[src/rtl/ocp_fault_pkg.sv]
`timescale 1ns/1ps
// Shared types for the fault sequencer: phase encoding and mode codes.
// Assumes two-bit mode fields; unused codes fall back to the default response.
package ocp_fault_pkg;

    typedef enum logic [2:0] {
        ST_IDLE  = 3'd0,
        ST_SOFT  = 3'd1,
        ST_RUN   = 3'd2,
        ST_HOFF  = 3'd3,
        ST_LATCH = 3'd4
    } seq_state_t;

    localparam logic [1:0] SCP_HICCUP = 2'd0;
    localparam logic [1:0] SCP_CONT   = 2'd1;
    localparam logic [1:0] SCP_LATCH  = 2'd2;

    localparam logic [1:0] OVP_IGNORE = 2'd0;
    localparam logic [1:0] OVP_DISCH  = 2'd1;
    localparam logic [1:0] OVP_LATCH  = 2'd2;

endpackage

[src/rtl/ocp_cycle_counter.sv]
`timescale 1ns/1ps
// Counts consecutive current-limited switching cycles and raises a one-clock
// trip when the selected window is filled or undervoltage accompanies the limit.
// Assumes cyc_tick is a single-clock pulse; counting only while arm is high.
module ocp_cycle_counter #(
    parameter int BASE_LOG2 = 5,
    parameter int SEL_W     = 2,
    localparam int NUM_LEN  = 1 << SEL_W,
    localparam int CNT_W    = BASE_LOG2 + NUM_LEN
) (
    input  logic             clk,
    input  logic             rst_n,
    input  logic             arm,
    input  logic             tick,
    input  logic             ilim,
    input  logic             uv,
    input  logic [SEL_W-1:0] len_sel,
    output logic             trip,
    output logic [CNT_W-1:0] cnt
);

    logic [CNT_W-1:0] len_tbl [NUM_LEN];
    logic [CNT_W-1:0] cnt_q;
    logic [CNT_W-1:0] cnt_inc;
    logic [CNT_W-1:0] win_len;

    // Window lengths double with each select step.
    for (genvar g = 0; g < NUM_LEN; g++) begin : g_len
        assign len_tbl[g] = {{(CNT_W-1){1'b0}}, 1'b1} << (BASE_LOG2 + g);
    end

    assign win_len = len_tbl[len_sel];
    assign cnt_inc = cnt_q + 1'b1;

    // Trip on a limited tick that fills the window or coincides with undervoltage.
    always_comb begin
        trip = arm && tick && ilim && (uv || (cnt_inc >= win_len));
    end

    // Count limited ticks; clear on a clean tick, on trip, or when disarmed.
    always_ff @(posedge clk) begin
        if (!rst_n) begin
            cnt_q <= '0;
        end else if (!arm) begin
            cnt_q <= '0;
        end else if (tick) begin
            cnt_q <= (ilim && !trip) ? cnt_inc : '0;
        end
    end

    assign cnt = cnt_q;

endmodule

[src/rtl/hiccup_timer.sv]
`timescale 1ns/1ps
// Off-time timer of the hiccup loop: loaded on entry, counts switching ticks,
// flags the final tick. A loaded value of 0 behaves as 1.
module hiccup_timer #(
    parameter int OFF_W = 8
) (
    input  logic             clk,
    input  logic             rst_n,
    input  logic             load,
    input  logic [OFF_W-1:0] load_val,
    input  logic             run,
    input  logic             tick,
    output logic             done
);

    logic [OFF_W-1:0] rem_q;

    // Last tick of the off period.
    always_comb begin
        done = run && tick && (rem_q <= OFF_W'(1));
    end

    // Load on entry, then step down once per tick while waiting.
    always_ff @(posedge clk) begin
        if (!rst_n) begin
            rem_q <= '0;
        end else if (load) begin
            rem_q <= load_val;
        end else if (run && tick && (rem_q > OFF_W'(1))) begin
            rem_q <= rem_q - 1'b1;
        end
    end

endmodule

[src/rtl/ov_ot_monitor.sv]
`timescale 1ns/1ps
// Registers the overvoltage-discharge and overtemperature conditions and
// decodes an overvoltage latch request. Assumes comparator flags are synchronous.
module ov_ot_monitor
    import ocp_fault_pkg::*;
(
    input  logic       clk,
    input  logic       rst_n,
    input  logic       en,
    input  logic       ov_flag,
    input  logic       ot_flag,
    input  logic [1:0] ovp_mode,
    output logic       dis_act,
    output logic       ot_act,
    output logic       ov_latch_req
);

    logic dis_q;
    logic ot_q;

    // Latch-off request goes straight to the sequencer.
    always_comb begin
        ov_latch_req = ov_flag && (ovp_mode == OVP_LATCH);
    end

    // Track active discharge and overtemperature for one clock per sample.
    always_ff @(posedge clk) begin
        if (!rst_n) begin
            dis_q <= 1'b0;
            ot_q  <= 1'b0;
        end else begin
            dis_q <= en && ov_flag && (ovp_mode == OVP_DISCH);
            ot_q  <= en && ot_flag;
        end
    end

    assign dis_act = dis_q;
    assign ot_act  = ot_q;

endmodule

[src/rtl/fault_seq_fsm.sv]
`timescale 1ns/1ps
// Phase sequencer: idle, soft-start, run, hiccup-off and latch-off, plus the
// continued-switching fault flag. Priority: enable, latch, OV latch, OT, phase.
module fault_seq_fsm
    import ocp_fault_pkg::*;
(
    input  logic       clk,
    input  logic       rst_n,
    input  logic       en,
    input  logic       tick,
    input  logic       ilim,
    input  logic       ss_done,
    input  logic       ot,
    input  logic       ov_latch_req,
    input  logic       trip,
    input  logic       hic_done,
    input  logic [1:0] scp_mode,
    output seq_state_t state,
    output logic       sc_cont,
    output logic       load_off
);

    seq_state_t st_q, st_n;
    logic       sc_q, sc_n;
    logic       stay_run;

    // Next phase selection in priority order.
    always_comb begin
        st_n = st_q;
        if (!en) begin
            st_n = ST_IDLE;
        end else if (st_q == ST_LATCH) begin
            st_n = ST_LATCH;
        end else if (ov_latch_req) begin
            st_n = ST_LATCH;
        end else if (ot) begin
            st_n = ST_IDLE;
        end else begin
            unique case (st_q)
                ST_IDLE: st_n = ST_SOFT;
                ST_SOFT: if (ss_done) st_n = ST_RUN;
                ST_RUN: begin
                    if (trip) begin
                        if (scp_mode == SCP_LATCH)     st_n = ST_LATCH;
                        else if (scp_mode == SCP_CONT) st_n = ST_RUN;
                        else                           st_n = ST_HOFF;
                    end
                end
                ST_HOFF: if (hic_done) st_n = ST_SOFT;
                default: st_n = ST_IDLE;
            endcase
        end
    end

    // Continued-switching fault flag lives only inside the run phase.
    always_comb begin
        stay_run = (st_q == ST_RUN) && (st_n == ST_RUN);
        sc_n     = stay_run && ((trip && (scp_mode == SCP_CONT)) ||
                                (sc_q && !(tick && !ilim)));
        load_off = (st_q == ST_RUN) && (st_n == ST_HOFF);
    end

    // State registers.
    always_ff @(posedge clk) begin
        if (!rst_n) begin
            st_q <= ST_IDLE;
            sc_q <= 1'b0;
        end else begin
            st_q <= st_n;
            sc_q <= sc_n;
        end
    end

    assign state   = st_q;
    assign sc_cont = sc_q;

endmodule

[src/rtl/ocp_fault_seq.sv]
`timescale 1ns/1ps
// Top of the protection sequencer: counts current-limited cycles, runs the
// short-circuit and overvoltage responses and decodes the power-stage controls.
// Assumes all flags are synchronous to clk and cyc_tick pulses once per cycle.
module ocp_fault_seq
    import ocp_fault_pkg::*;
#(
    parameter int BASE_LOG2 = 5,
    parameter int SEL_W     = 2,
    parameter int OFF_W     = 8,
    localparam int NUM_LEN  = 1 << SEL_W,
    localparam int CNT_W    = BASE_LOG2 + NUM_LEN
) (
    input  logic             clk,
    input  logic             rst_n,
    input  logic             en,
    input  logic             cyc_tick,
    input  logic             ilim_hit,
    input  logic             uv_flag,
    input  logic             ov_flag,
    input  logic             ot_flag,
    input  logic             ss_done,
    input  logic [SEL_W-1:0] ocp_len_sel,
    input  logic [1:0]       scp_mode,
    input  logic [1:0]       ovp_mode,
    input  logic [OFF_W-1:0] hiccup_off,
    output logic             pwr_en,
    output logic             ss_reset,
    output logic             dischg,
    output logic             fault
);

    seq_state_t       state_q;
    logic             sc_cont;
    logic             load_off;
    logic             trip;
    logic             hic_done;
    logic             dis_act;
    logic             ot_act;
    logic             ov_latch_req;
    logic [CNT_W-1:0] ocp_cnt;

    ocp_cycle_counter #(
        .BASE_LOG2 (BASE_LOG2),
        .SEL_W     (SEL_W)
    ) i_cnt (
        .clk     (clk),
        .rst_n   (rst_n),
        .arm     (state_q == ST_RUN),
        .tick    (cyc_tick),
        .ilim    (ilim_hit),
        .uv      (uv_flag),
        .len_sel (ocp_len_sel),
        .trip    (trip),
        .cnt     (ocp_cnt)
    );

    hiccup_timer #(
        .OFF_W (OFF_W)
    ) i_hic (
        .clk      (clk),
        .rst_n    (rst_n),
        .load     (load_off),
        .load_val (hiccup_off),
        .run      (state_q == ST_HOFF),
        .tick     (cyc_tick),
        .done     (hic_done)
    );

    ov_ot_monitor i_mon (
        .clk          (clk),
        .rst_n        (rst_n),
        .en           (en),
        .ov_flag      (ov_flag),
        .ot_flag      (ot_flag),
        .ovp_mode     (ovp_mode),
        .dis_act      (dis_act),
        .ot_act       (ot_act),
        .ov_latch_req (ov_latch_req)
    );

    fault_seq_fsm i_fsm (
        .clk          (clk),
        .rst_n        (rst_n),
        .en           (en),
        .tick         (cyc_tick),
        .ilim         (ilim_hit),
        .ss_done      (ss_done),
        .ot           (ot_flag),
        .ov_latch_req (ov_latch_req),
        .trip         (trip),
        .hic_done     (hic_done),
        .scp_mode     (scp_mode),
        .state        (state_q),
        .sc_cont      (sc_cont),
        .load_off     (load_off)
    );

    // Decode the power-stage controls from registered state.
    always_comb begin
        pwr_en   = ((state_q == ST_SOFT) || (state_q == ST_RUN)) && !dis_act;
        ss_reset = (state_q == ST_IDLE) || (state_q == ST_HOFF) || (state_q == ST_LATCH);
        dischg   = dis_act;
        fault    = (state_q == ST_LATCH) || (state_q == ST_HOFF) || sc_cont || dis_act || ot_act;
    end

endmodule

[config.mk]
export PLATFORM = sky130hd
export DESIGN_NAME = ocp_fault_seq
export DESIGN_NICKNAME = d
export VERILOG_FILES = /design/src/rtl/ocp_fault_pkg.sv /design/src/rtl/ocp_cycle_counter.sv /design/src/rtl/hiccup_timer.sv /design/src/rtl/ov_ot_monitor.sv /design/src/rtl/fault_seq_fsm.sv /design/src/rtl/ocp_fault_seq.sv
export SDC_FILE = /design/constraint.sdc
export NUM_CORES = 1
export LEC_CHECK = 0
export BUFFER_PORTS_ARGS = -buffer_cell sky130_fd_sc_hd__clkbuf_2
export CORE_MARGIN = 3
export CORE_UTILIZATION = 45
export CTS_CLUSTER_SIZE = 10
export DETAILED_ROUTE_END_ITERATION = 8
export PLACE_DENSITY_LB_ADDON = 0.1
export SLEW_MARGIN = 40
export SYNTH_ARGS = -nofsm -noshare
export SYNTH_HDL_FRONTEND = slang
export SYNTH_HIERARCHICAL = 1
export SYNTH_SLANG_ARGS = --single-unit
[constraint.sdc]
create_clock -name clk -period 7.88 [get_ports clk]
set_clock_uncertainty 0.15 [all_clocks]
set_input_delay 0 -clock clk [delete_from_list [all_inputs] [get_ports clk]]
set_output_delay 0 -clock clk [all_outputs]
set_load 0.1 [all_outputs]
==> results.toml <==
[clocking]
cts_setup_buffers = 0
ctsResizeCount = 0
clock_latency_ns = 0.26
cts_tree = "built"
path_clk_slew_ns = 0.08
cts_buffers = 3
postCtsHoldBufs = 15
cts-root-buf = "clkbuf_8"
clock_path_buffers = 2
cts_sinks = 23
h-tree-depth = 1

[logic_synthesis]
syn_nets = 233
yosys_warnings = 6
synth_edf_count = 0
synth_ff_type = "dfxtp_1"
synth_area_um2 = 1670
synth_cell_types = 59
ys_seq_area_share_pct = 27.6
syn_area_per_cell_um2 = 8.34
synth_cells = 200
synth_seq_cells = 23
async_reset_ff_share_pct = 0

[placement]
gp_routability_congestion = 0.820
dpl_cell_area_um2 = 1850
pre_cts_ws_ns = 4.06
hpwlAfterDp_um = 2900
io_buffers = 26

[die]
initial_core_util_pct = 48.5
row_count = 21
die_x_um = 66.9
die_h_um = 66.9
ioPinCount = 27
die_area_um2 = 4470
core_area_um2 = 3440

[global_route]
grt_pass1_wl_um = 6580
antenna_found_initial = 0
first_global_vias = 1571
grt_overflow = 0
track_usage_pct = 18.8
grt_max_degree = 20

[job]
maxCapViolations = 0

[layout]
diodes = 0
drive_gt1_share_pct = 20.6
mostFrequentLayoutCell = "clkbuf_2"
final_nets = 277
final_cell_mix = "clkbuf_2, dfxtp_1, nand2_1"
area_growth_pct = 22.4
finalInstanceArea_um2 = 2040

[sta]
finalCritPeriodShare_pct = 48.8
hold_viol_final = 0
fmax_ghz = 0.260
worstMarginPinSlew_ns = 0.561
setup_viol = 0
relSlewSlack_pct = 62.4
fin_crit_ns = 3.85
slew_violations = 0
fin_ws_ns = 4.03
whs_ns = 0.0336
rsz0062_at_grt = "no"
tns_ns = 0

[route]
drc = 0
wl_per_cell_um = 13.2
viasPerCell = 5.64
ant_nets = 0
num_vias = 1629
wl_um = 3810
first_pass_iters = 4
drt-initial-drc-count = 170

[setup_path]
end_kind = "flop"
rrSetupSlack_ns = 4.03
worstPathMaxFanout = 12
reg2reg_from = "i_cnt/cnt[2]"
ff2ff_path_depth = 16
rr_endpoint = "i_hic/rem_q[5]"
cp.arrival_ns = 3.85
criticalPathCategory = "flop to flop"
cp_data_required_time_ns = 7.88
cp-start-kind = "flop"

[min_path]
holdPathStages = 3
hold_path_class = "input pin to flop"
worstHoldEndpoint = "i_cnt/cnt[2]"
hp-start = "cyc_tick"

[pwr]
p_comb_share_pct = 15.2
p_seq_share_pct = 52.7
powerDensity_nw_per_um2 = 110
leakage_nw = 0.836
clkPwrFrac_pct = 32.0
vdd_drop_max_uv = 117
switching_share_pct = 25.5
p_int_uw = 168
switchingPower_uw = 57.3

[run_status]
status = "finished clean"
==> worst max-delay path by stage <==
stage | start | endpoint | slack (ns) | cells past startpoint
global route | i_cnt/cnt[2] | i_hic/rem_q[5] | 3.61 | 16
CTS | i_cnt/cnt[2] | i_hic/rem_q[5] | 4.03 | 16
global placement | i_cnt/cnt[2] | i_hic/rem_q[5] | 4.18 | 16
floorplan | i_cnt/cnt[2] | i_hic/rem_q[0] | 4.45 | 17
detailed placement | i_cnt/cnt[2] | i_hic/rem_q[5] | 4.06 | 16
finish | i_cnt/cnt[2] | i_hic/rem_q[5] | 4.03 | 16
==> sequential cells by signal, indices dropped and copies added (netlist names) <==
register,count
i_hic/rem_q,8
i_fsm/state,3
i_fsm/sc_cont,1
i_cnt/cnt,9
i_mon/ot_act,1
i_mon/dis_act,1
==> critical path: stages (launching register included) <==
cell	delay (ns)
dfxtp_1	0.46
nand2_1	0.10
nor2_2	0.11
and4_1	0.21
xnor2_1	0.14
inv_1	0.07
ha_1	0.30
nand4_1	0.10
nor2_1	0.13
nand3_2	0.13
a211oi_1	0.39
nand3b_1	0.14
a21boi_1	0.28
and3_2	0.36
nor2b_1	0.26
a2111oi_1	0.09
a211o_1	0.31
==> cell type report <==
cell class / instances / area [um^2]
tap: 46 / 57.6
clock buffer: 4 / 45.0
sequential: 23 / 460
multi-input combinational: 159 / 1140
timing repair buffer: 41 / 280
fill: 323 / 1400
inverter: 16 / 60.1
==> cells in the mapped netlist, types with 4 or more instances <==
cell type  number  area (um^2)
nand3b_1        6         45.0
nand2_1        20         75.1
a21oi_1         8         40.0
nand3_1         6         30.0
nor3_1          5         25.0
inv_1          16         60.1
ha_1           10          125
nand4_1         6         37.5
nor2b_1         4         25.0
dfxtp_1        23          460
nand2b_1        4         25.0
o21ai_0         6         30.0
xor2_1          5         43.8
o21ai_1         6         30.0
nor2_1          9         33.8
xnor2_1         4         35.0
==> per-stage QoR <==
step | util [%] | std cells | total power, mW
2_1_floorplan | - | 200 | 0.139
5_1_grt | 59.3 | 289 | 0.236
3_3_place_gp | 53.7 | 270 | 0.150
4_1_cts | 59.3 | 289 | 0.229
6_report | 59.3 | 289 | 0.225
3_5_place_dp | 53.7 | 270 | 0.150
==> power by group through the flow <==
stage	combinational [mW]	clock, mW	sequential, mW
floorplan	0.0174	0	0.121
global placement	0.0285	0	0.121
CTS	0.0341	0.0760	0.119
global route	0.0371	0.0798	0.119
detailed placement	0.0290	0	0.121
finish	0.0343	0.0721	0.119
==> cell families after synthesis <==
family          synth area share [%]
xor+xnor                        4.73
buf+inv                         4.13
mux                            0.600
simple gates                    36.2
compound gates                  19.2
flops                           27.6
fa+ha+maj                       7.50
==> layer usage <==
metal	global-route usage (%)	part of all wire [%]	vias to the layer above
met5	0	0	-
met1	21.3	44	767
li1	-	-	827
met2	34.8	52	33
met3	4.22	3.9	2
met4	4.81	0.42	0
Note: power is estimated with default switching activity, not from simulation.
